**src/rtl/cfgld_pkg.sv**
```systemverilog
package cfgld_pkg;

  localparam int SYS_AW = 14;

  typedef enum logic [1:0] {
    BLK_RSV0 = 2'b00,
    BLK_SEQ  = 2'b01,
    BLK_RSV2 = 2'b10,
    BLK_END  = 2'b11
  } blkType_e;

  // strobes from control to datapath
  typedef struct packed {
    logic clrAll;
    logic take;
    logic ldAddrLo;
    logic ldAddrHi;
    logic ldCntLo;
    logic ldCntHi;
    logic ldLane;
  } dpCtl_t;

  // status from datapath to control
  typedef struct packed {
    blkType_e byteType;
    logic     cntZeroNow;
    logic     laneLast;
    logic     lastWord;
    logic     sumOk;
  } dpSts_t;

endpackage

```
**src/rtl/cfgld_dp.sv**
```systemverilog
module cfgld_dp
  import cfgld_pkg::*;
#(
  parameter int ROM_AW = 16
) (
  input  logic              clk,
  input  logic              rstN,
  input  dpCtl_t            ctl,
  output dpSts_t            sts,
  input  logic [7:0]        romData,
  output logic [ROM_AW-1:0] romAddr,
  output logic              regWrEn,
  output logic [SYS_AW-1:0] regWrAddr,
  output logic [31:0]       regWrData
);

  localparam logic [SYS_AW-1:0] WORD_STEP = SYS_AW'(4);

  logic [ROM_AW-1:0] romAddrQ;
  logic [SYS_AW-1:0] blkAddrQ;
  logic [15:0]       cntQ;
  logic [1:0]        laneQ;
  logic [31:0]       wordQ;
  logic [7:0]        sumQ;
  logic              wrEnQ;
  logic [SYS_AW-1:0] wrAddrQ;
  logic [31:0]       wrDataQ;

  always_ff @(posedge clk) begin
    if (!rstN) begin
      romAddrQ <= '0;
      blkAddrQ <= '0;
      cntQ     <= '0;
      laneQ    <= '0;
      wordQ    <= '0;
      sumQ     <= '0;
      wrEnQ    <= 1'b0;
      wrAddrQ  <= '0;
      wrDataQ  <= '0;
    end else begin
      wrEnQ <= 1'b0;
      if (ctl.clrAll) begin
        romAddrQ <= '0;
        sumQ     <= '0;
        laneQ    <= '0;
      end
      if (ctl.take) begin
        romAddrQ <= romAddrQ + 1'b1;
        sumQ     <= sumQ + romData;
      end
      if (ctl.ldAddrLo) blkAddrQ[7:0] <= {romData[7:2], 2'b00};
      if (ctl.ldAddrHi) blkAddrQ[SYS_AW-1:8] <= romData[SYS_AW-9:0];
      if (ctl.ldCntLo) cntQ[7:0] <= romData;
      if (ctl.ldCntHi) begin
        cntQ[15:8] <= romData;
        laneQ      <= '0;
      end
      if (ctl.ldLane) begin
        wordQ <= {romData, wordQ[31:8]};
        laneQ <= laneQ + 1'b1;
        if (laneQ == 2'd3) begin
          wrEnQ    <= 1'b1;
          wrAddrQ  <= blkAddrQ;
          wrDataQ  <= {romData, wordQ[31:8]};
          blkAddrQ <= blkAddrQ + WORD_STEP;
          cntQ     <= cntQ - 1'b1;
        end
      end
    end
  end

  always_comb begin
    sts.byteType   = blkType_e'(romData[1:0]);
    sts.cntZeroNow = ({romData, cntQ[7:0]} == 16'd0);
    sts.laneLast   = (laneQ == 2'd3);
    sts.lastWord   = (cntQ == 16'd1);
    sts.sumOk      = (sumQ == 8'hFF);
  end

  assign romAddr   = romAddrQ;
  assign regWrEn   = wrEnQ;
  assign regWrAddr = wrAddrQ;
  assign regWrData = wrDataQ;

  // a write never repeats on the next cycle: a word needs four bytes
  assert_wr_single_R4: assert property (@(posedge clk) disable iff (!rstN)
    wrEnQ |=> !wrEnQ);

  // written addresses are word aligned
  assert_wr_align_R4: assert property (@(posedge clk) disable iff (!rstN)
    wrEnQ |-> (wrAddrQ[1:0] == 2'b00));

  // control never feeds a data byte into a block with nothing left
  assert_no_data_past_count_R3: assert property (@(posedge clk) disable iff (!rstN)
    ctl.ldLane |-> (cntQ != 16'd0));

endmodule

```
**src/rtl/cfgld_ctrl.sv**
```systemverilog
module cfgld_ctrl
  import cfgld_pkg::*;
(
  input  logic   clk,
  input  logic   rstN,
  input  logic   romAck,
  input  logic   ignoreCsum,
  input  dpSts_t sts,
  output dpCtl_t ctl,
  output logic   romReq,
  output logic   busy,
  output logic   done,
  output logic   csumErr,
  output logic   typeErr
);

  typedef enum logic [1:0] {ST_START, ST_FETCH, ST_CHECK, ST_END} state_e;
  typedef enum logic [2:0] {PH_HDR0, PH_HDR1, PH_CNT0, PH_CNT1, PH_DATA, PH_TAIL} phase_e;

  state_e stQ;
  phase_e phQ;
  logic   busyQ, doneQ, csumErrQ, typeErrQ;
  logic   accept;

  assign romReq = (stQ == ST_FETCH);
  assign accept = romReq && romAck;

  always_comb begin
    ctl        = '0;
    ctl.clrAll = (stQ == ST_START);
    ctl.take   = accept;
    if (accept) begin
      case (phQ)
        PH_HDR0: ctl.ldAddrLo = 1'b1;
        PH_HDR1: ctl.ldAddrHi = 1'b1;
        PH_CNT0: ctl.ldCntLo  = 1'b1;
        PH_CNT1: ctl.ldCntHi  = 1'b1;
        PH_DATA: ctl.ldLane   = 1'b1;
        default: ;
      endcase
    end
  end

  always_ff @(posedge clk) begin
    if (!rstN) begin
      stQ      <= ST_START;
      phQ      <= PH_HDR0;
      busyQ    <= 1'b1;
      doneQ    <= 1'b0;
      csumErrQ <= 1'b0;
      typeErrQ <= 1'b0;
    end else begin
      case (stQ)
        ST_START: begin
          stQ <= ST_FETCH;
          phQ <= PH_HDR0;
        end
        ST_FETCH: if (accept) begin
          case (phQ)
            PH_HDR0: begin
              case (sts.byteType)
                BLK_SEQ: phQ <= PH_HDR1;
                BLK_END: phQ <= PH_TAIL;
                default: begin
                  stQ      <= ST_END;
                  typeErrQ <= 1'b1;
                  doneQ    <= 1'b1;
                  busyQ    <= 1'b0;
                end
              endcase
            end
            PH_HDR1: phQ <= PH_CNT0;
            PH_CNT0: phQ <= PH_CNT1;
            PH_CNT1: phQ <= sts.cntZeroNow ? PH_HDR0 : PH_DATA;
            PH_DATA: if (sts.laneLast && sts.lastWord) phQ <= PH_HDR0;
            PH_TAIL: stQ <= ST_CHECK;
            default: phQ <= PH_HDR0;
          endcase
        end
        ST_CHECK: begin
          stQ      <= ST_END;
          doneQ    <= 1'b1;
          busyQ    <= 1'b0;
          csumErrQ <= !ignoreCsum && !sts.sumOk;
        end
        default: ;
      endcase
    end
  end

  assign busy    = busyQ;
  assign done    = doneQ;
  assign csumErr = csumErrQ;
  assign typeErr = typeErrQ;

  assert_busy_not_done_R9: assert property (@(posedge clk) disable iff (!rstN)
    busyQ != doneQ);

  assert_done_held_R9: assert property (@(posedge clk) disable iff (!rstN)
    doneQ |=> doneQ);

  assert_no_read_after_end_R9: assert property (@(posedge clk) disable iff (!rstN)
    doneQ |-> !romReq);

  assert_ignore_masks_R7: assert property (@(posedge clk) disable iff (!rstN)
    (stQ == ST_CHECK && ignoreCsum) |=> !csumErrQ);

  assert_err_excl_R8: assert property (@(posedge clk) disable iff (!rstN)
    !(csumErrQ && typeErrQ));

  assert_err_implies_done_R6: assert property (@(posedge clk) disable iff (!rstN)
    (csumErrQ || typeErrQ) |-> doneQ);

endmodule

```
**src/rtl/cfg_rom_loader.sv**
```systemverilog
module cfg_rom_loader
  import cfgld_pkg::*;
#(
  parameter int ROM_AW = 16
) (
  input  logic              clk,
  input  logic              rstN,
  input  logic              ignoreCsum,
  output logic              romReq,
  output logic [ROM_AW-1:0] romAddr,
  input  logic              romAck,
  input  logic [7:0]        romData,
  output logic              regWrEn,
  output logic [13:0]       regWrAddr,
  output logic [31:0]       regWrData,
  output logic              busy,
  output logic              done,
  output logic              csumErr,
  output logic              typeErr
);

  dpCtl_t ctl;
  dpSts_t sts;

  cfgld_ctrl u_ctrl (
    .clk       (clk),
    .rstN      (rstN),
    .romAck    (romAck),
    .ignoreCsum(ignoreCsum),
    .sts       (sts),
    .ctl       (ctl),
    .romReq    (romReq),
    .busy      (busy),
    .done      (done),
    .csumErr   (csumErr),
    .typeErr   (typeErr)
  );

  cfgld_dp #(.ROM_AW(ROM_AW)) u_dp (
    .clk      (clk),
    .rstN     (rstN),
    .ctl      (ctl),
    .sts      (sts),
    .romData  (romData),
    .romAddr  (romAddr),
    .regWrEn  (regWrEn),
    .regWrAddr(regWrAddr),
    .regWrData(regWrData)
  );

  // address advances by one per accepted byte and holds otherwise
  assert_addr_step_R1: assert property (@(posedge clk) disable iff (!rstN)
    (romReq && romAck) |=> (romAddr == $past(romAddr) + 1'b1));

  assert_addr_hold_R1: assert property (@(posedge clk) disable iff (!rstN)
    (romReq && !romAck) |=> (romAddr == $past(romAddr)));

endmodule

```
**config.mk**
```make
export PLATFORM = sky130hd
export DESIGN_NAME = cfg_rom_loader
export DESIGN_NICKNAME = d
export VERILOG_FILES = /design/src/rtl/cfgld_pkg.sv /design/src/rtl/cfgld_dp.sv /design/src/rtl/cfgld_ctrl.sv /design/src/rtl/cfg_rom_loader.sv
export SDC_FILE = /design/constraint.sdc
export NUM_CORES = 1
export LEC_CHECK = 0
export BUFFER_PORTS_ARGS = -buffer_cell sky130_fd_sc_hd__clkbuf_2
export CAP_MARGIN = 10
export CORE_MARGIN = 1.5
export CORE_UTILIZATION = 55
export CTS_CLUSTER_DIAMETER = 120
export DETAILED_ROUTE_END_ITERATION = 16
export PLACE_DENSITY = 0.77
export SLEW_MARGIN = 20
export SYNTH_ARGS = -nofsm -noshare
export SYNTH_HDL_FRONTEND = slang
export SYNTH_HIERARCHICAL = 1
export SYNTH_SLANG_ARGS = --single-unit
```
**constraint.sdc**
```tcl
create_clock -name clk -period 5.4 [get_ports clk]
set_clock_uncertainty 0.2 [all_clocks]
set_input_delay 0.54 -clock clk [delete_from_list [all_inputs] [get_ports clk]]
set_output_delay 0.54 -clock clk [all_outputs]
set_load 0.02 [all_outputs]
```
After elaboration in Yosys (flattened, before gate mapping)
Index checks and enable logic that the tools add are counted.

$add $sub $neg: 5. $mul: 0. Divide/modulo/power cells: 0. Order comparisons: 0. Eq/ne operators: 20. Shift operators: 0. Mux-type cells: 40. Bitwise operators: 1. Reductions and logical operators: 20.

Operators with widths (count): 16-bit 2-to-1 mux (4); 8-bit 2-to-1 mux (5); 14-bit 2-to-1 mux (2); 3-bit one-hot mux with 6 select lines (1); 16-bit by 1-bit adder with 16-bit output, second input constant (1); 16-bit by 1-bit == test with 1-bit output, second input constant (1); 16-bit logical NOT (1); 16-bit by 1-bit subtractor with 16-bit output, second input constant (1); 14-bit by 3-bit adder with 14-bit output, second input constant (1); 1-bit 2-to-1 mux (12); 3-bit one-hot mux with 2 select lines (2); 4-bit AND reduction (3); 2-bit 2-to-1 mux (5); 3-bit 2-to-1 mux (3); 3-bit != test, second input constant (3); 8-bit adder (1); 8-bit == test, second input constant (1); 2-bit != test, second input constant (4); 2-bit == test, second input constant (3); 3-bit by 2-bit == test with 1-bit output, second input constant (2); 3-bit == test, second input constant (2); 6-bit 2-to-1 mux (1); 2-bit one-hot mux with 3 select lines (1); 2-bit nonzero test (3); other kinds (16) (23).

Bits in registers: 144. Latch bits: 0. Bits in writable memories: 0. Bits in read-only memories: 0. Bits of input ports: 12. Output and inout port bits: 68. Word-level logic and storage cells: 101. Memories kept: 0.

Longest topological paths before layout
Gate-level depths: netlist of run 1.

Word-level depth: 6. Depth in mapped cells: 10. Gate-level depth less buffers: 9.

Hierarchy
Netlist of run 1, hierarchy kept.

By module, submodules not included: cfgld_dp (times used 1, cells each 653, area each 5449.0 µm²); cfgld_ctrl (times used 1, cells each 65, area each 563.0 µm²).

Worst setup path before layout of run 1
OpenSTA, ideal clock, no wires.

Kind: flip-flop to flip-flop. From: register u_ctrl.stQ[1]. To: register u_dp.cntQ[14]. Library setup time: 74 ps. Arrival time: 2358 ps. Slack: 2768 ps. Cell stages (with the launch flop): 10. Path buffers: 0. Path through: dfxtp_1 -> inv_1 -> ha_1 -> and2_2 -> and3_2 -> and2_1 -> nand2_1 -> or4_4 -> or4_1 -> a31oi_1.

RTL lines: start: declaration (line cfgld_ctrl.sv:20) `state_e stQ;`; start signal: assignment (line cfgld_ctrl.sv:46) `stQ <= ST_START;`; start signal: assignment (line cfgld_ctrl.sv:55) `stQ <= ST_FETCH;`; start signal: assignment (line cfgld_ctrl.sv:65) `stQ <= ST_END;`; end signal: assignment (line cfgld_dp.sv:55) `cntQ[15:8] <= romData;`; end signal: assignment (line cfgld_dp.sv:66) `cntQ <= cntQ - 1'b1;`; end: declaration (line cfgld_dp.sv:21) `logic [15:0] cntQ;`.

==> results of run 1 <==
synth_stat cells, types with 3 or more instances:
master	n
or4_1	3
ha_1	16
nor3_1	17
clkbuf_1	32
a31oi_1	12
nand3_1	27
nand2_1	122
inv_1	15
nand2b_1	4
buf_6	3
nor2_1	67
nor3b_1	6
o21ai_0	24
o211ai_1	6
xnor2_1	3
a21oi_1	82
nand4_1	6
a311oi_1	4
a21o_1	6
buf_1	6
o211a_1	3
nand3b_1	3
xor2_1	7
mux2i_1	27
nor4_1	7
dfxtp_1	136
and3_1	8
buf_4	3
a211oi_1	10
mux2_2	4
logic make-up after synthesis:
| group | Yosys count |
|---|---|
| multiplexers | 31 |
| buffers and inverters | 61 |
| XOR/XNOR | 10 |
| AND/OR/NAND/NOR | 294 |
| flip-flops | 136 |
| adder cells (fa/ha/maj) | 17 |
| AO/OA/AOI/OAI | 169 |
layout make-up:
cell class / count / area share
inverters: 17 / 0.00907
repair buffers: 84 / 0.0615
well taps: 136 / 0.0242
flip-flops and latches: 136 / 0.387
clock buffers: 21 / 0.0667
clock inverters: 11 / 0.0206
multi-input cells: 521 / 0.431
critical path: cells and delay by family, from the launching register on:
family | cells | cell delay (ps)
DFF | 1 | 330
and+or+nand+nor | 5 | 1720
buffers and inverters | 3 | 850
AOI/OAI and AO/OA | 1 | 130
muxes | 1 | 380
adders and majority gates | 1 | 280
sequential cells by signal (all words and copies together) (netlist names), 2 cells and up:
register	cells
u_dp/wordQ	24
u_dp/regWrData	32
u_dp/blkAddrQ	14
u_dp/romAddr	16
u_ctrl/phQ	3
u_dp/sumQ	8
u_dp/cntQ	16
u_dp/laneQ	2
u_ctrl/stQ	2
u_dp/regWrAddr	14
metal layers:
| metal | wire [microns] | up-vias | part of all wire |
|---|---|---|---|
| met5 | 0 | - | 0 |
| met4 | 365 | 0 | 0.025 |
| met3 | 671 | 35 | 0.046 |
| met2 | 7140 | 179 | 0.49 |
| met1 | 6470 | 2576 | 0.44 |
| li1 | - | 2663 | - |
final timing paths:
check             slack (ps)                       startpoint  cells past startpoint                               to
hold reg to reg          250  u_dp/regWrData[28]$_SDFFE_PN0P_                      2  u_dp/regWrData[28]$_SDFFE_PN0P_
setup / recovery        1420       u_ctrl/stQ[1]$_SDFFE_PN0P_                     11         u_dp/cntQ[13]$_SDFF_PN0_
hold / removal           140                       ignoreCsum                      4      u_ctrl/csumErr$_SDFFE_PN0P_
setup reg to reg        1420       u_ctrl/stQ[1]$_SDFFE_PN0P_                     11         u_dp/cntQ[13]$_SDFF_PN0_
placed cells by master, fill, tap and decap left out, drive strengths merged, types with 4 or more instances in the layout:
cell type and instances:
a21oi 82, nand3 27, a31oi 12, mux2 4
nor3b 6, clkinv 6, or4 5, inv 16
a311oi 4, a211oi 10, nand4 6, nand2b 4
clkbuf 100, a21o 6, o211ai 6, ha 16
and3 9, nor2 67, dfxtp 136, buf 5
and2 5, mux2i 27, nand2 122, nor4 7
o21ai 24, xor2 7, nor3 17
power groups by stage:
stage | clock network (mW) | registers [mW] | logic [mW]
floorplan | 0 | 1.10 | 0.228
global placement | 0 | 1.10 | 0.301
detailed placement | 0 | 1.10 | 0.313
CTS | 1.19 | 1.08 | 0.318
global route | 1.24 | 1.08 | 0.357
finish | 1.17 | 1.08 | 0.323
==> summary.md, run 1 <==
| Metric | Value |
|---|---|
| Synth Area in Compound Gates | `0.172` |
| Post-synthesis mux area share | `0.0524` |
| Skew-Pair Late Insertion Delay | `520 ps` |
| Tcrit/Tclk final | `0.737` |
| Ant. Diodes | `0` |
| Synthesized area | `6010 sq um` |
| Area of the multi-input gates | `3030 sq um` |
| Clock group share of total power | `0.456` |
| Setup-failing EPs final | `0` |
| Yosys cell types | `69` |
| Max cap viols | `0` |
| Post-synth EDFFs | `0` |
| Hold/Removal Path Class | `in -> reg` |
| Simple-gate share of the synthesized area | `0.228` |
| Final wirelength | `between 10000 and 15000 microns` |
| # IOs | `80` |
| Pint | `1.90 mW` |
| Post-synth ARST share | `0` |
| Post-route DRC | `0` |
| DRT Pass-1 Iters | `5` |
| Met2 usage | `0.434` |
| Root buffer cell | `clkbuf_8` |
| RSZ-0062 raised after global routing | `false` |
| Vias in the first global route | `between 5000 and 6000` |
| Logic pwr share | `0.125` |
| Post-layout util | `0.672` |
| Overflow after GRT | `0` |
| Critical Path End Type | `flip-flop` |
| LEAKAGE | `2.72 nW` |
| Total power | `~2.6 mW` |
| Final hold vios | `0` |
| Ys flop type | `dfxtp_1` |
| Crit path cell chain | `inv_1 > ha_1 > and2_2 > and3_2 > buf_4 > nand2_2 > buf_4 > nor3_1 > nor4b_1 > mux2_2 > a21oi_1` |
| Peak supply drop | `0.235 mV` |
| Post-CTS Setup Inserts | `0` |
| DR vias | `between 5000 and 6000` |
| Setup Total Neg Slack | `0 ps` |
| Initial antenna violation count | `0` |
| Worst path arrival time | `about 4200 ps` |
| P&R area growth vs syn | `17.0%` |
| Yosys Warn Count | `6` |
| Global route hottest layer | `met2` |
| Max Freq | `approximately 250 MHz` |
| M3 GR Usage | `0.0539` |
| Final instance area | `7030 sq um` |
| Slew Limit Fails | `0` |
| Gpl congestion | `0.868` |
| Core area | `roughly 10000 sq um` |
| Worst Path Required | `roughly 5600 ps` |
| Storage element area | `approximately 2700 sq um` |
| Dpl ws | `roughly 1500 ps` |
| Standard-cell row count | `37` |
| WHS | `between 100 and 150 ps` |
| Seq pwr share | `0.419` |
| Clock-pin transition on the worst setup and hold timing paths | `around 60 ps` |
| Post-synth top area cell | `dfxtp_1` |
| CTS tree | `built` |
| Final WS setup | `approximately 1400 ps` |
| Max Root-Sink Buffers | `2` |
| Synth Instances | `718` |
| CP max FO | `30` |
| Tmin final | `3980 ps` |
| CTS Buf Count | `17` |
| CP startpoint kind | `flip-flop` |
| Post-Synth XOR/XNOR Area | `0.0146` |
| NumNets Final | `806` |
| Vias/cell | `a little under 6` |
| GR Util met1 | `0.331` |
| Largest family of logic cells by synthesized area | `simple AND/OR/NAND/NOR gates` |
| Average wire per standard cell | `~16 microns` |
| Count of hold-fix buffers inserted at cts | `0` |
| CP Class | `reg -> reg` |
| Placed cells | `just under 900` |
| Synth top area cells | `dfxtp_1 45%, nand2_1 7.6%, a21oi_1 6.8%` |
| Post-cts resize count | `0` |
| Worst path max stage delay | `slightly above 500 ps` |
| Net Count, Synth | `747` |
| Avg Inst Size Synth | `8.37 sq um` |
| Largest net degree at the start of global routing | `58` |
| Slew @ Worst Pin | `approximately 990 ps` |
| Power Density | `roughly 370 nW/um^2` |
| H-tree depth | `4` |
| PortBufs | `between 70 and 80` |
| Layout Cells excl Fill | `just over 900` |
| Total track usage | `0.265` |
| Sink Count | `approximately 140` |
| Worst path slowest cell | `and2_2` |
| Die height | `around 110 microns` |
| FILL cells | `around 880` |
| Share of cells above drive strength 1 | `0.168` |
| Most used cell, CP | `buf_4` |
| Area after DPL | `between 6000 and 7000 sq um` |
| Adder-Cell Fraction of Synth Area | `0.0366` |
| Status | `completed` |
| Sw power | `a little under 0.7 mW` |
| Post-synthesis sequential area ratio | `0.453` |
| FF+latch count, synth | `136` |
| Net Sw Frac | `0.262` |
| Relative slew slack | `0.336` |
| Routed Antenna Nets | `0` |
| Die area | `about 12000 sq um` |
| Initial Utilization | `0.575` |
| Yosys top cell area share | `0.453` |
| First-pass GRT wire length | `roughly 24000 microns` |
| Die W | `108 microns` |
| Initial drt markers | `393` |
| DP HPWL | `9510 microns` |
Power figures use the tool's default switching activity.
==> run 2: changes to the inputs <==
Settings changed: ABC_AREA set to 1, PLACE_DENSITY 0.77 to 0.76.
Clock period 5.4 ns to 4.12 ns, I/O delays scaled along.
==> run 2 against run 1 <==
Critical endpoint is now u_dp/blkAddrQ[11]$_SDFF_PN0_. Maximum frequency up 17%. Largest cell class unchanged. Combinational power rose by 140%. Sequential share of layout area is 2.0 points lower. Cell count up 21%.
==> summary.md, run 2 <==
| Metric | Value |
|---|---|
| Seq pwr share | `0.394 (-0.025)` |
| Net Sw Frac | `0.317 (+0.0548)` |
| First-pass GRT wire length | `26600 microns (+9.8%)` |
| Synth top area cells | `dfxtp_1 42%, nand2_1 9.6%, o21ai_0 8.0%` |
| Post-synthesis sequential area ratio | `0.424 (-0.0286)` |
| Worst path arrival time | `3580 ps (-640 ps)` |
| H-tree depth | `4 (unchanged)` |
| Yosys Warn Count | `6 (unchanged)` |
| Core area | `11400 sq um (+9.1%)` |
| Max cap viols | `0 (unchanged)` |
| Worst path slowest cell | `nor2_4` |
| Routed Antenna Nets | `0 (unchanged)` |
| Ant. Diodes | `0 (unchanged)` |
| Post-Synth XOR/XNOR Area | `0.00682 (-0.00774)` |
| Yosys top cell area share | `0.424 (-0.0286)` |
| Overflow after GRT | `0 (unchanged)` |
| FF+latch count, synth | `136 (unchanged)` |
| Synth Area in Compound Gates | `0.179 (+0.00708)` |
| DRT Pass-1 Iters | `6 (+1)` |
| DP HPWL | `10600 microns (+12%)` |
| Yosys cell types | `40 (-42%)` |
| RSZ-0062 raised after global routing | `false` |
| Post-cts resize count | `0 (unchanged)` |
| Post-CTS Setup Inserts | `0 (unchanged)` |
| Root buffer cell | `clkbuf_16` |
| Relative slew slack | `0.402 (+0.0663)` |
| Vias/cell | `5.55 (-5.7%)` |
| Setup Total Neg Slack | `0 ps (unchanged)` |
| Final instance area | `7420 sq um (+5.5%)` |
| Sw power | `1.20 mW (+77%)` |
| Worst path max stage delay | `550 ps (+40 ps)` |
| Final wirelength | `16000 microns (+9.1%)` |
| P&R area growth vs syn | `15.6%` |
| Largest net degree at the start of global routing | `101 (+74%)` |
| Power Density | `509 nW/um^2 (+39%)` |
| Final hold vios | `0 (unchanged)` |
| Layout Cells excl Fill | `1121 (+21%)` |
| Share of cells above drive strength 1 | `0.155 (-0.0129)` |
| Placed cells | `1089 (+22%)` |
| Total track usage | `0.262 (-0.00212)` |
| Gpl congestion | `0.870 (+0.18%)` |
| Critical Path End Type | `flip-flop` |
| Largest family of logic cells by synthesized area | `simple AND/OR/NAND/NOR gates` |
| Post-synth ARST share | `0 (unchanged)` |
| Most frequent cell after synthesis | `nand2_1` |
| Status | `completed` |
| CTS Buf Count | `17 (unchanged)` |
| Avg Inst Size Synth | `7.11 sq um (-15%)` |
| Ys flop type | `dfxtp_1` |
| Die height | `111 microns (+3.2%)` |
| Most common cell after layout, fill and taps aside | `nand2_1` |
| Clock group share of total power | `0.398 (-0.058)` |
| Commonest non-fill, non-tap cells in the layout | `164 x nand2_1, 136 x dfxtp_1, 125 x nor2_1, 102 x o21ai_0, 88 x a21oi_1` |
| Dpl ws | `764 ps (-745 ps)` |
| Area after DPL | `6830 sq um (+6.3%)` |
| Slew @ Worst Pin | `897 ps (-97.9 ps)` |
| Pint | `2.58 mW (+36%)` |
| Top cells by count, synth | `164 x nand2_1, 136 x dfxtp_1, 125 x nor2_1` |
| Synthesized area | `6420 sq um (+6.7%)` |
| NumNets Final | `994 (+23%)` |
| Slew Limit Fails | `0 (unchanged)` |
| Sink Count | `136 (unchanged)` |
| WHS | `108 ps (-28.8 ps)` |
| LEAKAGE | `3.41 nW (+26%)` |
| Clock-pin transition on the worst setup and hold timing paths | `60 ps (about the same)` |
| Initial antenna violation count | `0 (unchanged)` |
| Adder-Cell Fraction of Synth Area | `0.0343 (-0.00231)` |
| Die W | `111 microns (+3.2%)` |
| Tmin final | `3410 ps (-572 ps)` |
| Hold/Removal Path Class | `in -> reg` |
| Peak supply drop | `0.308 mV (+31%)` |
| CP max FO | `49 (+63%)` |
| Tcrit/Tclk final | `0.827 (+0.0900)` |
| Worst Path Required | `4290 ps (-1350 ps)` |
| PortBufs | `79 (unchanged)` |
| Crit path cell chain | `inv_1 > ha_1 > nand2_1 > nor4_2 > nand2_4 > buf_4 > nor2_4 > inv_2 > o21ai_0 > o211a_1` |
| Max reg flops | `32 (unchanged)` |
| Initial drt markers | `423 (+7.6%)` |
| Setup-failing EPs final | `0 (unchanged)` |
| Initial Utilization | `0.562 (-0.0126)` |
| Logic pwr share | `0.208 (+0.083)` |
| Max Freq | `294 MHz (+17%)` |
| Synth Instances | `903 (+26%)` |
| Standard-cell row count | `39 (+5.4%)` |
| Post-layout util | `0.650 (-0.0226)` |
| CTS tree | `built` |
| Simple-gate share of the synthesized area | `0.272 (+0.0443)` |
| Final WS setup | `713 ps (-708 ps)` |
| DR vias | `6227 (+14%)` |
| # IOs | `80 (unchanged)` |
| Vias in the first global route | `5601 (+9.4%)` |
| Count of hold-fix buffers inserted at cts | `0 (unchanged)` |
| Post-synth EDFFs | `0 (unchanged)` |
| Skew-Pair Late Insertion Delay | `430 ps (-90 ps)` |
| Net Count, Synth | `932 (+25%)` |
| Total power | `3.78 mW (+47%)` |
| Die area | `12300 sq um (+6.6%)` |
| Post-synthesis mux area share | `0 (-0.0524)` |
| Max Root-Sink Buffers | `2 (unchanged)` |
| Post-route DRC | `0 (unchanged)` |
| CP startpoint kind | `flip-flop` |
| Average wire per standard cell | `14.2 microns (-9.9%)` |
| CP Class | `reg -> reg` |
| Post-synth top area cell | `dfxtp_1` |
## run 2: cell types whose count changed after synthesis, sizes merged, moves of 9 or more
cell	change
buf	+14
nor2	+72
nand4	+13
inv	+70
nand3	+28
and3	-9
nand2	+49
clkbuf	-17
a211oi	-10
o21ai	+84
mux2i	-27
## run 2: worst paths after layout
| path | from | endpoint | slack [ps] | cells past startpoint |
|---|---|---|---|---|
| min | romData[2] | u_dp/blkAddrQ[2]$_SDFF_PN0_ | 110 | 3 |
| max | u_ctrl/stQ[1]$_SDFFE_PN0P_ | u_dp/blkAddrQ[11]$_SDFF_PN0_ | 710 | 10 |
| min reg2reg | u_dp/blkAddrQ[0]$_SDFFE_PN0N_ | u_dp/blkAddrQ[0]$_SDFFE_PN0N_ | 250 | 2 |
| max reg2reg | u_ctrl/stQ[1]$_SDFFE_PN0P_ | u_dp/blkAddrQ[11]$_SDFF_PN0_ | 710 | 10 |
## run 2: cell families (layout without fill, tap and decap cells)
kind of cell | count (synthesis) | after routing
AND/OR/NAND/NOR | 399 | 399
buffers and inverters | 128 | 203
adder cells (fa/ha/maj) | 17 | 17
flip-flops | 136 | 136
AO/OA/AOI/OAI | 218 | 218
XOR/XNOR | 5 | 5
## run 2: cell type report
class / instances / area [sq um]
Clock buffer: 20 / 467
Timing Repair Buffer: 84 / 433
Inverter: 87 / 327
Fill cell: 1102 / 4000
Sequential cell: 136 / 2720
Tap cell: 143 / 179
Clock inverter: 12 / 125
Multi-Input combinational cell: 639 / 3170
## run 2: critical path: cells and delay by family (launching register included)
kind	cells	cell delay [ps]
buf+inv	3	780
compound gates	2	350
fa+ha+maj	1	380
flops	1	340
simple gates	4	1290
## run 2: power by group through the flow
stage | logic [mW] | clock network [mW] | registers [mW]
final | 0.788 | 1.50 | 1.49
after global routing | 0.891 | 1.59 | 1.50
after CTS | 0.779 | 1.52 | 1.49
after detailed placement | 0.771 | 0 | 1.51
after global placement | 0.763 | 0 | 1.51
after floorplan | 0.615 | 0 | 1.50
## run 2: routing by layer
metal	GRT usage	vias up	part of all wire
met3	0.0612	25	0.069
met2	0.416	212	0.45
met4	0.0844	0	0.018
met1	0.356	2883	0.46
li1	-	3107	-
met5	0	-	0
